<file path="src/rtl/pwrseq_pkg.sv">
package pwrseq_pkg;

    localparam int SEL_W    = 2;
    localparam int SEL_XTAL = 0;
    localparam int SEL_PLL  = 1;

    typedef enum logic [2:0] {
        ST_IDLE,
        ST_XWAIT,
        ST_PWAIT,
        ST_CLEAR,
        ST_DONE
    } seq_state_e;

    typedef struct packed {
        logic up;
        logic xtal;
        logic pll;
    } seq_req_t;

    typedef struct packed {
        logic             xtal_we;
        logic             xtal_val;
        logic             pll_we;
        logic             pll_val;
        logic [SEL_W-1:0] oe_set;
    } out_cmd_t;

    // settle time in microseconds -> clock cycles, at least one cycle
    function automatic int wait_cycles(input int clk_khz, input int wait_us);
        longint c;
        c = (longint'(clk_khz) * longint'(wait_us)) / 1000;
        if (c < 1) c = 1;
        return int'(c);
    endfunction

endpackage

</file>
<file path="src/rtl/pwrseq_timer.sv">
module pwrseq_timer #(
    parameter int CW = 8
) (
    input  logic          clk,
    input  logic          rst,
    input  logic          load,
    input  logic [CW-1:0] load_val,
    output logic          expired
);
    logic [CW-1:0] cnt_q;

    always_ff @(posedge clk) begin
        if (rst)                 cnt_q <= '0;
        else if (load)           cnt_q <= load_val;
        else if (cnt_q != '0)    cnt_q <= cnt_q - 1'b1;
    end

    assign expired = (cnt_q == '0);

endmodule

</file>
<file path="src/rtl/pwrseq_outreg.sv">
module pwrseq_outreg
    import pwrseq_pkg::*;
(
    input  logic     clk,
    input  logic     rst,
    input  out_cmd_t cmd,
    output logic     xtal_out_o,
    output logic     pll_out_o,
    output logic     xtal_oe_o,
    output logic     pll_oe_o
);
    always_ff @(posedge clk) begin
        if (rst) begin
            xtal_out_o <= 1'b0;
            pll_out_o  <= 1'b1;
            xtal_oe_o  <= 1'b0;
            pll_oe_o   <= 1'b0;
        end else begin
            if (cmd.xtal_we)          xtal_out_o <= cmd.xtal_val;
            if (cmd.pll_we)           pll_out_o  <= cmd.pll_val;
            if (cmd.oe_set[SEL_XTAL]) xtal_oe_o  <= 1'b1;
            if (cmd.oe_set[SEL_PLL])  pll_oe_o   <= 1'b1;
        end
    end

    AST_XTAL_OE_STICKY: assert property (@(posedge clk) disable iff (rst)
        xtal_oe_o |=> xtal_oe_o);
    AST_PLL_OE_STICKY: assert property (@(posedge clk) disable iff (rst)
        pll_oe_o |=> pll_oe_o);

endmodule

</file>
<file path="src/rtl/pwrseq_fsm.sv">
module pwrseq_fsm
    import pwrseq_pkg::*;
#(
    parameter int          CW    = 8,
    parameter logic [CW-1:0] XLOAD = '0,
    parameter logic [CW-1:0] PLOAD = '0
) (
    input  logic             clk,
    input  logic             rst,
    input  logic             start_i,
    input  logic             power_on_i,
    input  logic [SEL_W-1:0] sel_i,
    input  logic             xtal_sense_i,
    input  logic             expired,
    output out_cmd_t         cmd,
    output logic             tmr_load,
    output logic [CW-1:0]    tmr_val,
    output logic             abort_clr_o,
    output logic             done_o
);
    seq_state_e st_q, st_d;
    seq_req_t   req_q, req_d;

    always_ff @(posedge clk) begin
        if (rst) begin
            st_q  <= ST_IDLE;
            req_q <= '0;
        end else begin
            st_q  <= st_d;
            req_q <= req_d;
        end
    end

    always_comb begin
        st_d     = st_q;
        req_d    = req_q;
        cmd      = '0;
        tmr_load = 1'b0;
        tmr_val  = XLOAD;
        unique case (st_q)
            ST_IDLE: if (start_i) begin
                req_d.up   = power_on_i;
                req_d.xtal = sel_i[SEL_XTAL];
                req_d.pll  = sel_i[SEL_PLL];
                cmd.oe_set = sel_i;
                if (!power_on_i) begin
                    // power-down: immediate writes, no settle
                    cmd.xtal_we  = sel_i[SEL_XTAL];
                    cmd.xtal_val = 1'b0;
                    cmd.pll_we   = sel_i[SEL_PLL];
                    cmd.pll_val  = 1'b1;
                    st_d         = ST_DONE;
                end else if (xtal_sense_i) begin
                    // clock already running: leave both controls alone
                    st_d = ST_CLEAR;
                end else if (sel_i[SEL_XTAL]) begin
                    cmd.xtal_we  = 1'b1;
                    cmd.xtal_val = 1'b1;
                    cmd.pll_we   = sel_i[SEL_PLL];
                    cmd.pll_val  = 1'b1;
                    tmr_load     = 1'b1;
                    tmr_val      = XLOAD;
                    st_d         = ST_XWAIT;
                end else if (sel_i[SEL_PLL]) begin
                    cmd.pll_we  = 1'b1;
                    cmd.pll_val = 1'b0;
                    tmr_load    = 1'b1;
                    tmr_val     = PLOAD;
                    st_d        = ST_PWAIT;
                end else begin
                    st_d = ST_CLEAR;
                end
            end
            ST_XWAIT: if (expired) begin
                if (req_q.pll) begin
                    cmd.pll_we  = 1'b1;
                    cmd.pll_val = 1'b0;
                    tmr_load    = 1'b1;
                    tmr_val     = PLOAD;
                    st_d        = ST_PWAIT;
                end else begin
                    st_d = ST_CLEAR;
                end
            end
            ST_PWAIT: if (expired) st_d = ST_CLEAR;
            ST_CLEAR: st_d = ST_DONE;
            ST_DONE:  st_d = ST_IDLE;
            default:  st_d = ST_IDLE;
        endcase
    end

    assign abort_clr_o = (st_q == ST_CLEAR);
    assign done_o      = (st_q == ST_DONE);

    AST_CLR_SINGLE: assert property (@(posedge clk) disable iff (rst)
        abort_clr_o |=> !abort_clr_o);
    AST_DONE_AFTER_CLR: assert property (@(posedge clk) disable iff (rst)
        abort_clr_o |=> done_o);
    AST_DONE_SINGLE: assert property (@(posedge clk) disable iff (rst)
        done_o |=> !done_o);
    AST_NO_CLR_ON_DOWN: assert property (@(posedge clk) disable iff (rst)
        (done_o && !req_q.up) |-> !abort_clr_o);

endmodule

</file>
<file path="src/rtl/pwrseq_top.sv">
module pwrseq_top
    import pwrseq_pkg::*;
#(
    parameter int CLK_KHZ      = 100000,
    parameter int XTAL_WAIT_US = 1000,
    parameter int PLL_WAIT_US  = 5000
) (
    input  logic       clk,
    input  logic       rst,
    input  logic       start_i,
    input  logic       power_on_i,
    input  logic [1:0] sel_i,
    input  logic       xtal_sense_i,
    output logic       xtal_out_o,
    output logic       pll_out_o,
    output logic       xtal_oe_o,
    output logic       pll_oe_o,
    output logic       abort_clr_o,
    output logic       done_o
);
    localparam int XTAL_CYC = wait_cycles(CLK_KHZ, XTAL_WAIT_US);
    localparam int PLL_CYC  = wait_cycles(CLK_KHZ, PLL_WAIT_US);
    localparam int MAX_CYC  = (XTAL_CYC > PLL_CYC) ? XTAL_CYC : PLL_CYC;
    localparam int CW       = (MAX_CYC < 2) ? 1 : $clog2(MAX_CYC);
    localparam logic [CW-1:0] XLOAD = CW'(XTAL_CYC - 1);
    localparam logic [CW-1:0] PLOAD = CW'(PLL_CYC - 1);

    out_cmd_t      cmd;
    logic          tmr_load;
    logic [CW-1:0] tmr_val;
    logic          expired;

    pwrseq_fsm #(.CW(CW), .XLOAD(XLOAD), .PLOAD(PLOAD)) u_fsm (
        .clk          (clk),
        .rst          (rst),
        .start_i      (start_i),
        .power_on_i   (power_on_i),
        .sel_i        (sel_i),
        .xtal_sense_i (xtal_sense_i),
        .expired      (expired),
        .cmd          (cmd),
        .tmr_load     (tmr_load),
        .tmr_val      (tmr_val),
        .abort_clr_o  (abort_clr_o),
        .done_o       (done_o)
    );

    pwrseq_timer #(.CW(CW)) u_timer (
        .clk      (clk),
        .rst      (rst),
        .load     (tmr_load),
        .load_val (tmr_val),
        .expired  (expired)
    );

    pwrseq_outreg u_out (
        .clk        (clk),
        .rst        (rst),
        .cmd        (cmd),
        .xtal_out_o (xtal_out_o),
        .pll_out_o  (pll_out_o),
        .xtal_oe_o  (xtal_oe_o),
        .pll_oe_o   (pll_oe_o)
    );

endmodule

</file>
<file path="config.mk">
export PLATFORM = sky130hd
export DESIGN_NAME = pwrseq_top
export DESIGN_NICKNAME = d
export VERILOG_FILES = /design/src/rtl/pwrseq_pkg.sv /design/src/rtl/pwrseq_timer.sv /design/src/rtl/pwrseq_outreg.sv /design/src/rtl/pwrseq_fsm.sv /design/src/rtl/pwrseq_top.sv
export SDC_FILE = /design/constraint.sdc
export NUM_CORES = 1
export LEC_CHECK = 0
export ABC_AREA = 1
export BUFFER_PORTS_ARGS = -buffer_cell sky130_fd_sc_hd__buf_4
export CAP_MARGIN = 20
export CORE_MARGIN = 2
export CORE_UTILIZATION = 45
export DETAILED_ROUTE_END_ITERATION = 12
export SETUP_SLACK_MARGIN = 0.4
export SYNTH_ARGS = -nofsm -noshare
export SYNTH_HDL_FRONTEND = slang
export SYNTH_SLANG_ARGS = --single-unit
</file>
<file path="constraint.sdc">
create_clock -name clk -period 2.39 [get_ports clk]
set_input_delay 0.239 -clock clk [delete_from_list [all_inputs] [get_ports clk]]
set_output_delay 0.239 -clock clk [all_outputs]
set_load 0.03 [all_outputs]
</file>
==> results of run 1 <==
## registers in the layout, summed over array words and instances, names as in the netlist
signal / cells
u_timer.cnt_q: 19
u_fsm.st_q: 3
u_fsm.req_q: 1
u_out.pll_oe_o: 1
u_out.pll_out_o: 1
u_out.xtal_oe_o: 1
u_out.xtal_out_o: 1
## metal layers
metal	GRT usage	up-vias	part of all wire
met5	0	-	0
met4	0.0765	0	0.014
met3	0.0355	7	0.043
met2	0.341	43	0.47
met1	0.252	733	0.47
li1	-	865	-
## stage by stage
| step | hold WS (ns) | utilization | cell area (um2) |
|---|---|---|---|
| 2_1_floorplan | 0.308 | - | 1770 |
| 3_3_place_gp | 0.453 | 0.512 | 1900 |
| 3_5_place_dp | 0.457 | 0.512 | 1900 |
| 4_1_cts | 0.247 | 0.524 | 1950 |
| 5_1_grt | 0.251 | 0.524 | 1950 |
| 6_report | 0.249 | 0.524 | 1950 |
## cell type report
class,instances,area [um2]
clock buffer,4,45.0
fill,392,1770
inverter,34,133
multi-input combinational,200,1080
sequential,27,541
tap,48,60.1
timing repair buffer,12,90.1
## Yosys cell counts, drive strengths merged, types with 3 or more instances
cell type,instances,area [um2]
nor2,65,327
a21oi,8,40.0
nand3,18,108
nor3,10,55.1
nand4,6,50.0
o21ai,11,55.1
dfxtp,27,541
a31oi,4,25.0
xor2,7,61.3
nand2,59,246
o211ai,3,36.3
inv,33,124
## worst max-delay path, stage by stage, from the launching register on
cell and delay (ns):
dfxtp_1 0.37, inv_1 0.10, ha_1 0.17, nand2_1 0.10
nor2_4 0.14, nand3_2 0.27, nand2_1 0.20, nand2_1 0.10
o21ai_0 0.16, nor2_1 0.05
## kinds of logic (layout without fill, tap and decap cells)
group	after synthesis	after routing	synth area share
adders and majority gates	2	2	0.0142
AOI/OAI and AO/OA	29	29	0.101
xor gates and xnor gates	8	8	0.0397
and+or+nand+nor	161	161	0.456
buffers and inverters	36	50	0.0836
DFF	27	27	0.306
## worst max path at each step
stage,from,to,slack (ns),cells past startpoint
2_1_floorplan,u_timer.cnt_q[0]$_SDFFE_PP0P_,u_timer.cnt_q[17]$_SDFFE_PP0P_,0.91,11
3_3_place_gp,u_timer.cnt_q[0]$_SDFFE_PP0P_,u_timer.cnt_q[0]$_SDFFE_PP0P_,0.66,8
3_5_place_dp,u_timer.cnt_q[0]$_SDFFE_PP0P_,u_timer.cnt_q[0]$_SDFFE_PP0P_,0.65,8
4_1_cts,u_timer.cnt_q[0]$_SDFFE_PP0P_,u_timer.cnt_q[0]$_SDFFE_PP0P_,0.63,8
5_1_grt,u_timer.cnt_q[0]$_SDFFE_PP0P_,u_fsm.st_q[1]$_SDFFE_PP0P_,0.45,9
6_report,u_timer.cnt_q[0]$_SDFFE_PP0P_,u_fsm.st_q[1]$_SDFFE_PP0P_,0.64,9
## report_power, final
group | switching [mW] | internal (mW)
Combinational | 1.20 | 0.662
Sequential | 0.176 | 0.615
Clock | 0.145 | 0.120
==> flow_summary.yaml, run 1 <==
run_status:
  outcome: "completed"
power:
  p_leak_nw: 0.901
  power_density_nw_per_um2: 1500
  peakVddDrop_mv: 0.526
  power_mw: 2.92
place:
  dp_cells: 321
  place.port_buffers: 12
  place_congestion: 0.844
  dp_hpwl_mm: 3.22
  dp_slack_ns: 0.648
logic_synthesis:
  async_reset_ff_frac: 0
  seq_area_frac_synth: 0.306
  syn_avg_cell_area_um2: 6.72
  yosys_warnings: 0
  netlist_instances: 263
  synth.net_count: 272
  synth_edf_count: 0
  synth_flop_cell: "dfxtp_1"
  syn_area_um2: 1770
  synth-seq-cells: 27
  yosysUniqueCellTypes: 33
final_layout:
  layout_commonest_cell: "nand2_1"
  syn2layout_area_growth_pct: 10.2
  fin_nets: 287
  final_cell_mix: "nand2_1, nor2_1, inv_1"
  layout-drive-gt1-share: 0.195
  stdcell_count: 325
  diodes: 0
sta:
  worstMarginPinSlew_ns: 0.399
  clock_skew_ns: 0.00419
  tns_ns: 0
  setup-violations-final: 0
  drv_slew: 0
  rsz0062_at_grt: "no"
  finalWorstSetupSlack_ns: 0.636
  hold_viol_final: 0
  fin_crit_sh: 0.734
  slew_headroom: 0.733
  max_freq_ghz: 0.570
  fin_crit_ns: 1.75
clocking:
  cts_root_buf: "clkbuf_8"
  htree_levels: 1
  cts_tree: "yes"
  cts_resized: 0
  cts_made_buffers: 3
  cts_buffer_depth: 2
  cts.sinks: 27
  insertion_delay_ns: 0.28
  clk_pin_slew_ns: 0.09
  hold_buffers: 0
  cts_setup_buffers: 0
worst_setup_path:
  reg2reg_slack_ns: 0.64
  critical_path_class: "reg -> reg"
  r2r-start: "u_timer.cnt_q[0]$_SDFFE_PP0P_"
  cp-start-kind: "flip-flop"
  cp.arrival_ns: 1.93
  crit_required_ns: 2.57
  r2r_end: "u_fsm.st_q[1]$_SDFFE_PP0P_"
  crit_fanout: 11
  crit_path_end_kind: "flip-flop"
  r2r_cells: 9
min_path:
  holdPathEnd: "u_out.xtal_out_o$_SDFFE_PP0P_"
  min-delay-start: "rst"
  hp-class: "in -> reg"
  hold_path_depth: 2
floorplanning:
  die_h_um: 66.7
  dieArea_um2: 4440
  fp.dieW_um: 66.7
  start_util: 0.475
  core_um2: 3720
  fp-row-count: 22
  ios: 13
global_routing:
  grt_pass1_vias: 1510
  grt_max_degree: 15
  antenna_found_initial: 0
  grtUsageTotal: 0.201
  grt_pass1_wl_mm: 6.79
  globalRouteOverflowTotal: 0
drt:
  viasPerCell: 5.07
  drc: 0
  routed_wire_length_per_instance_um: 12.6
  vias: 1648
  drt_iter0_markers: 51
  drt-total-wl_mm: 4.09
  ant_nets: 0
  drt-pass1-iter-count: 4
job:
  maxCapViolCount: 0
(Power assumes the default switching activity.)
==> run 2, diff against run 1 <==
- ABC_AREA: 1 -> 0
- PLACE_DENSITY: unset -> 0.65
- clock period: 2.39 -> 1.61 ns (I/O delays scaled with it)
==> run 2 against run 1 <==
  * The flow now finishes with violations (negative setup slack)
  * Non-clock buffer count increased by 65
  * Critical path depth shrank 1
  * Sequential power up 46%
  * Hold slack worse by 0.14 ns
  * Global-route usage up 6.0 points
  * Maximum frequency decreased by 5.4%
  * Die area shrank 11%
  * Critical path type unchanged
==> flow_summary.yaml, run 2 <==
logic_synthesis:
  yosysUniqueCellTypes: 47
  yosysMostFrequentCell: "dfxtp_1"
  syn_area_um2: 1570
  synth_common_cells: "dfxtp_1, a21oi_1, xor2_1"
  netlist_instances: 179
  synth.net_count: 188
  yosys-top-cells-area: "dfxtp_1, xor2_1, a21oi_1, nor3_1, xnor2_1"
  synth-seq-cells: 27
  yosys_warnings: 0
  yosysTopAreaCell: "dfxtp_1"
  syn_avg_cell_area_um2: 8.75
  async_reset_ff_frac: 0
  synth_edf_count: 0
  synth_flop_cell: "dfxtp_1"
  synth_top_area_frac: 0.345
  seq_area_frac_synth: 0.345
floorplanning:
  fp-row-count: 21
  start_util: 0.469
  ios: 13
  dieArea_um2: 3970
  fp.dieW_um: 63
  core_um2: 3340
  die_h_um: 63
min_path:
  hp-class: "in -> reg"
  min-delay-start: "sel_i[0]"
sta:
  setup-violations-final: 22
  rsz0062_at_grt: "yes"
  fin_crit_sh: 1.15
  max_freq_ghz: 0.540
  timing.hold.ws_ns: 0.108
  fin_crit_ns: 1.85
  worstMarginPinSlew_ns: 0.383
  finalWorstSetupSlack_ns: -0.243
  hold_viol_final: 0
  tns_ns: -3.07
  clock_skew_ns: 0.0128
  drv_slew: 0
  slew_headroom: 0.743
drt:
  drc: 0
  viasPerCell: 5.71
  drt_iter0_markers: 78
  drt-pass1-iter-count: 4
  vias: 1690
  routed_wire_length_per_instance_um: 17.8
  drt-total-wl_mm: 5.27
  ant_nets: 0
worst_setup_path:
  crit_start: "u_timer.cnt_q[1]$_SDFFE_PP0P_"
  r2r_end: "u_timer.cnt_q[4]$_SDFFE_PP0P_"
  critical_path_class: "reg -> reg"
  crit_fanout: 7
  cp.arrival_ns: 2.09
  cp-start-kind: "flip-flop"
  crit_slowest_cell: "dfxtp_2"
  r2r-start: "u_timer.cnt_q[1]$_SDFFE_PP0P_"
  cpPeakStageDelay_ns: 0.36
  setup.worst_path.end: "u_timer.cnt_q[4]$_SDFFE_PP0P_"
  reg2reg_slack_ns: -0.24
  crit_chain: "inv_2 > ha_4 > nor3b_4 > nand4_4 > buf_6 > o211ai_1 > xor2_1 > a21oi_1"
  crit_path_end_kind: "flip-flop"
  r2r_cells: 8
  crit_required_ns: 1.85
global_routing:
  grt_pass1_vias: 1711
  grt_max_degree: 21
  grtUsageTotal: 0.261
  globalRouteOverflowTotal: 0
  grt_pass1_wl_mm: 8.24
  antenna_found_initial: 0
place:
  dp_hpwl_mm: 3.40
  place.port_buffers: 12
  place_congestion: 0.914
final_layout:
  register_area_um2: 559
  largest_register_ff_count: 19
  reg_top3: "u_timer.cnt_q: 19 flops, u_fsm.st_q: 3 flops"
  layout_commonest_cell: "buf_4"
  top_register: "u_timer.cnt_q"
  multi_input_area_um2: 1290
  final_cell_mix: "buf_4, buf_6, dfxtp_1"
  fin_nets: 260
  fillers: 226
  layout-drive-gt1-share: 0.596
  diodes: 0
  syn2layout_area_growth_pct: 68.3
power:
  power_mw: 6.33
  power_density_nw_per_um2: 2400
  peakVddDrop_mv: 1.81
  p_leak_nw: 1.04
clocking:
  cts_made_buffers: 3
  cts_tree: "yes"
  cts.sinks: 27
  cts_root_buf: "clkbuf_4"
  insertion_delay_ns: 0.35
  clk_pin_slew_ns: 0.16
  htree_levels: 1
  cts_buffer_depth: 2
job:
  maxCapViolCount: 0
run_status:
  violations: "negative setup slack"
  outcome: "finished, violations left"
-- run 2: changes by cell type after synthesis, moves of 8 or more --
| cell | previous run | this run |
|---|---|---|
| inv_1 | 29 | 7 |
| a21oi_1 | 8 | 16 |
| nor2_1 | 46 | 10 |
| nand2_1 | 51 | 9 |
| nand3_1 | 16 | 4 |
| nor2_2 | 12 | 0 |
-- run 2: critical path, delay by kind of cell (launching register included) --
kind | cells | cell delay [ns]
AO/OA/AOI/OAI | 2 | 0.32
flip-flops | 1 | 0.36
AND/OR/NAND/NOR | 2 | 0.45
adder cells (fa/ha/maj) | 1 | 0.13
buffers and inverters | 2 | 0.27
XOR/XNOR | 1 | 0.21
-- run 2: cell families (layout without fill, tap and decap cells) --
kind of cell / Yosys count / count (layout) / share of synthesized area
xor+xnor: 16 / 16 / 0.0895
simple gates: 71 / 71 / 0.310
flops: 27 / 27 / 0.345
fa+ha+maj: 2 / 2 / 0.0160
compound gates: 46 / 46 / 0.196
buf+inv: 17 / 88 / 0.0439
-- run 2: area by class of cell --
type	instances	area share
well taps	46	0.0218
flip-flops and latches	27	0.212
clock inverters	1	0.00285
repair buffers	77	0.254
inverters	7	0.0109
multi-input cells	135	0.490
clock buffers	3	0.00854
-- run 2: worst min-delay path by stage --
stage | end | slack [ns] | depth (start not counted)
3_5_place_dp | u_out.xtal_oe_o$_SDFFE_PP0P_ | 0.45 | 2
4_1_cts | u_out.xtal_oe_o$_SDFFE_PP0P_ | 0.12 | 3
3_3_place_gp | u_out.pll_oe_o$_SDFFE_PP0P_ | 0.43 | 2
6_report | u_out.xtal_oe_o$_SDFFE_PP0P_ | 0.11 | 3
2_1_floorplan | u_timer.cnt_q[18]$_SDFFE_PP0P_ | 0.32 | 2
5_1_grt | u_out.xtal_oe_o$_SDFFE_PP0P_ | 0.13 | 3
-- run 2: stage by stage --
step                      cells  setup slack (ns)  cell area [um2]  utilization
after floorplan             179            -0.123             1740            -
after global placement      281            -0.222             2230        0.667
after detailed placement    281            -0.247             2230        0.667
after CTS                   291            -0.213             2490        0.746
after global routing        296            -0.289             2640        0.790
final                       296            -0.243             2640        0.790
-- run 2: what timing repair did --
action	in CTS	in global routing
resized for setup	54	22
cloned	0	0
hold buffers	0	0
setup buffers	6	5
setup endpoints to repair	29	29
pin swaps	32	22
-- run 2: report_power, final --
part           internal [mW]  switching [mW]
sequential             0.921           0.226
clock                 0.0954           0.225
combinational           2.54            2.31
total                   3.56            2.77
-- run 2: per-layer routing --
layer  global-route usage  part of all wire  wire (um)  up-vias
li1                     -                 -          -      816
met1                0.342              0.44       2340      834
met2                0.449              0.52       2740       35
met3               0.0342             0.028        146        5
met4               0.0694            0.0065         34        0
met5                    0                 0          0        -
==> run 3, diff against run 2 <==
--- a/constraint.sdc
+++ b/constraint.sdc
@@ -3,2 +3,2 @@
 set_output_delay 0.161 -clock clk [all_outputs]
-set_load 0.03 [all_outputs]
+set_load 0.005 [all_outputs]
==> run 3 against run 2 <==
  * The flow still finishes with violations (negative setup slack)
  * Sequential cell count unchanged
  * Critical path depth down 2
  * Hold slack better by 0.037 ns
  * Largest power group unchanged
  * Register-to-register slack about the same
  * Highest routed layer unchanged
==> flow_summary.yaml, run 3 (same netlist as run 2, synthesis figures left out) <==
run_status:
  outcome: "finished, violations left"
  violations: "negative setup slack"
sta:
  timing.hold.ws_ns: 0.145
  fin_crit_sh: 1.15
  slew_headroom: 0.754
  rsz0062_at_grt: "yes"
  clock_skew_ns: 0.00499
  tns_ns: -3.00
  drv_slew: 0
  max_freq_ghz: 0.540
  worstMarginPinSlew_ns: 0.364
  setup-violations-final: 22
  finalWorstSetupSlack_ns: -0.243
  fin_crit_ns: 1.85
  hold_viol_final: 0
global_routing:
  globalRouteOverflowTotal: 0
  grt_pass1_vias: 1624
  grt_pass1_wl_mm: 8.16
  antenna_found_initial: 0
  grt-busiest-layer: "met2"
  use_met1: 0.340
  met3_usage: 0.0270
  grt_max_degree: 21
  grtUsageTotal: 0.261
  grtUsageMet2: 0.455
place:
  dp_hpwl_mm: 3.26
  place.port_buffers: 12
  dp_slack_ns: -0.264
  dp_cells: 281
  place_congestion: 0.851
clocking:
  cts_made_buffers: 3
  hold_buffers: 0
  cts_buffer_depth: 2
  clk_pin_slew_ns: 0.16
  cts.sinks: 27
  insertion_delay_ns: 0.34
  cts_tree: "yes"
  htree_levels: 1
  cts_root_buf: "clkbuf_4"
worst_setup_path:
  cp-start-kind: "flip-flop"
  cp.arrival_ns: 2.10
  critical_path_class: "reg -> reg"
  crit_path_end_kind: "flip-flop"
  crit_required_ns: 1.86
  crit_fanout: 2
final_layout:
  utilization: 0.790
  multi_input_area_um2: 1280
  fin_nets: 263
  stdcell_count: 299
  largest_register_ff_count: 19
  register_area_um2: 562
  syn2layout_area_growth_pct: 68.3
  fillers: 214
  diodes: 0
  reg_top3: "u_timer.cnt_q: 19 flops, u_fsm.st_q: 3 flops"
  top_register: "u_timer.cnt_q"
  final_cell_mix: "buf_4, buf_6, dfxtp_1"
  layout-drive-gt1-share: 0.593
  layout_commonest_cell: "buf_4"
min_path:
  hp-class: "in -> reg"
drt:
  drt_iter0_markers: 136
  viasPerCell: 5.51
  ant_nets: 0
  vias: 1646
  routed_wire_length_per_instance_um: 17.3
  drt-pass1-iter-count: 4
  drc: 0
  drt-total-wl_mm: 5.18
power:
  p_leak_nw: 1.05
  p_comb_frac: 0.737
  peakVddDrop_mv: 1.35
  intPower_mw: 3.13
  p_switching_mw: 2.45
  sw_frac_of_total: 0.439
  pwr-share-clk: 0.056
  power_density_nw_per_um2: 2110
  p_seq_frac: 0.207
floorplanning:
  die_h_um: 63
  fp.dieW_um: 63
  fp-row-count: 21
  ios: 13
  core_um2: 3340
  dieArea_um2: 3970
  start_util: 0.469
job:
  maxCapViolCount: 0
run 3: final timing paths:
check,start,endpoint,slack [ns],cells after the start
hold / removal,power_on_i,u_fsm.st_q[2]$_SDFFE_PP0P_,0.15,3
setup reg to reg,u_fsm.st_q[0]$_SDFFE_PP0P_,u_timer.cnt_q[10]$_SDFFE_PP0P_,-0.24,6
hold reg to reg,u_out.pll_oe_o$_SDFFE_PP0P_,u_out.pll_oe_o$_SDFFE_PP0P_,0.47,2
setup / recovery,u_fsm.st_q[0]$_SDFFE_PP0P_,u_timer.cnt_q[10]$_SDFFE_PP0P_,-0.24,6
run 3: critical path: stages, from the launching register on:
cell	delay (ns)
dfxtp_2	0.37
or3_4	0.38
or4_4	0.54
o31ai_4	0.09
buf_4	0.16
o21ai_1	0.06
and2_1	0.17
run 3: power by group through the flow:
stage | Clock, mW | Sequential [mW] | Combinational, mW
after CTS | 0.314 | 1.14 | 3.79
final | 0.311 | 1.15 | 4.11
after global routing | 0.342 | 1.18 | 4.37
after floorplan | 0 | 1.17 | 2.01
after global placement | 0 | 1.11 | 3.22
after detailed placement | 0 | 1.13 | 3.28
run 3: metrics by stage:
stage / power, mW / instance area, um2
after detailed placement: 4.41 / 2210
after global routing: 5.90 / 2640
after CTS: 5.25 / 2470
after floorplan: 3.18 / 1730
after global placement: 4.33 / 2210
final: 5.58 / 2640
run 3: area by class of cell:
type                       count  share of cell area
multi-input combinational    135               0.485
timing repair buffer          80               0.259
sequential                    27               0.213
tap                           46              0.0218
inverter                       7              0.0109
clock buffer                   3             0.00854
clock inverter                 1             0.00190
run 3: metal layers:
layer | part of all wire | vias to the layer above
met5 | 0 | -
met4 | 0.013 | 0
met3 | 0.020 | 6
met2 | 0.52 | 23
met1 | 0.45 | 800
li1 | - | 817
run 3: repair_timing:
action,in CTS,in global routing
gates resized for setup,53,23
setup buffers,6,8
pin swaps,23,11
endpoints found under the setup margin,26,29
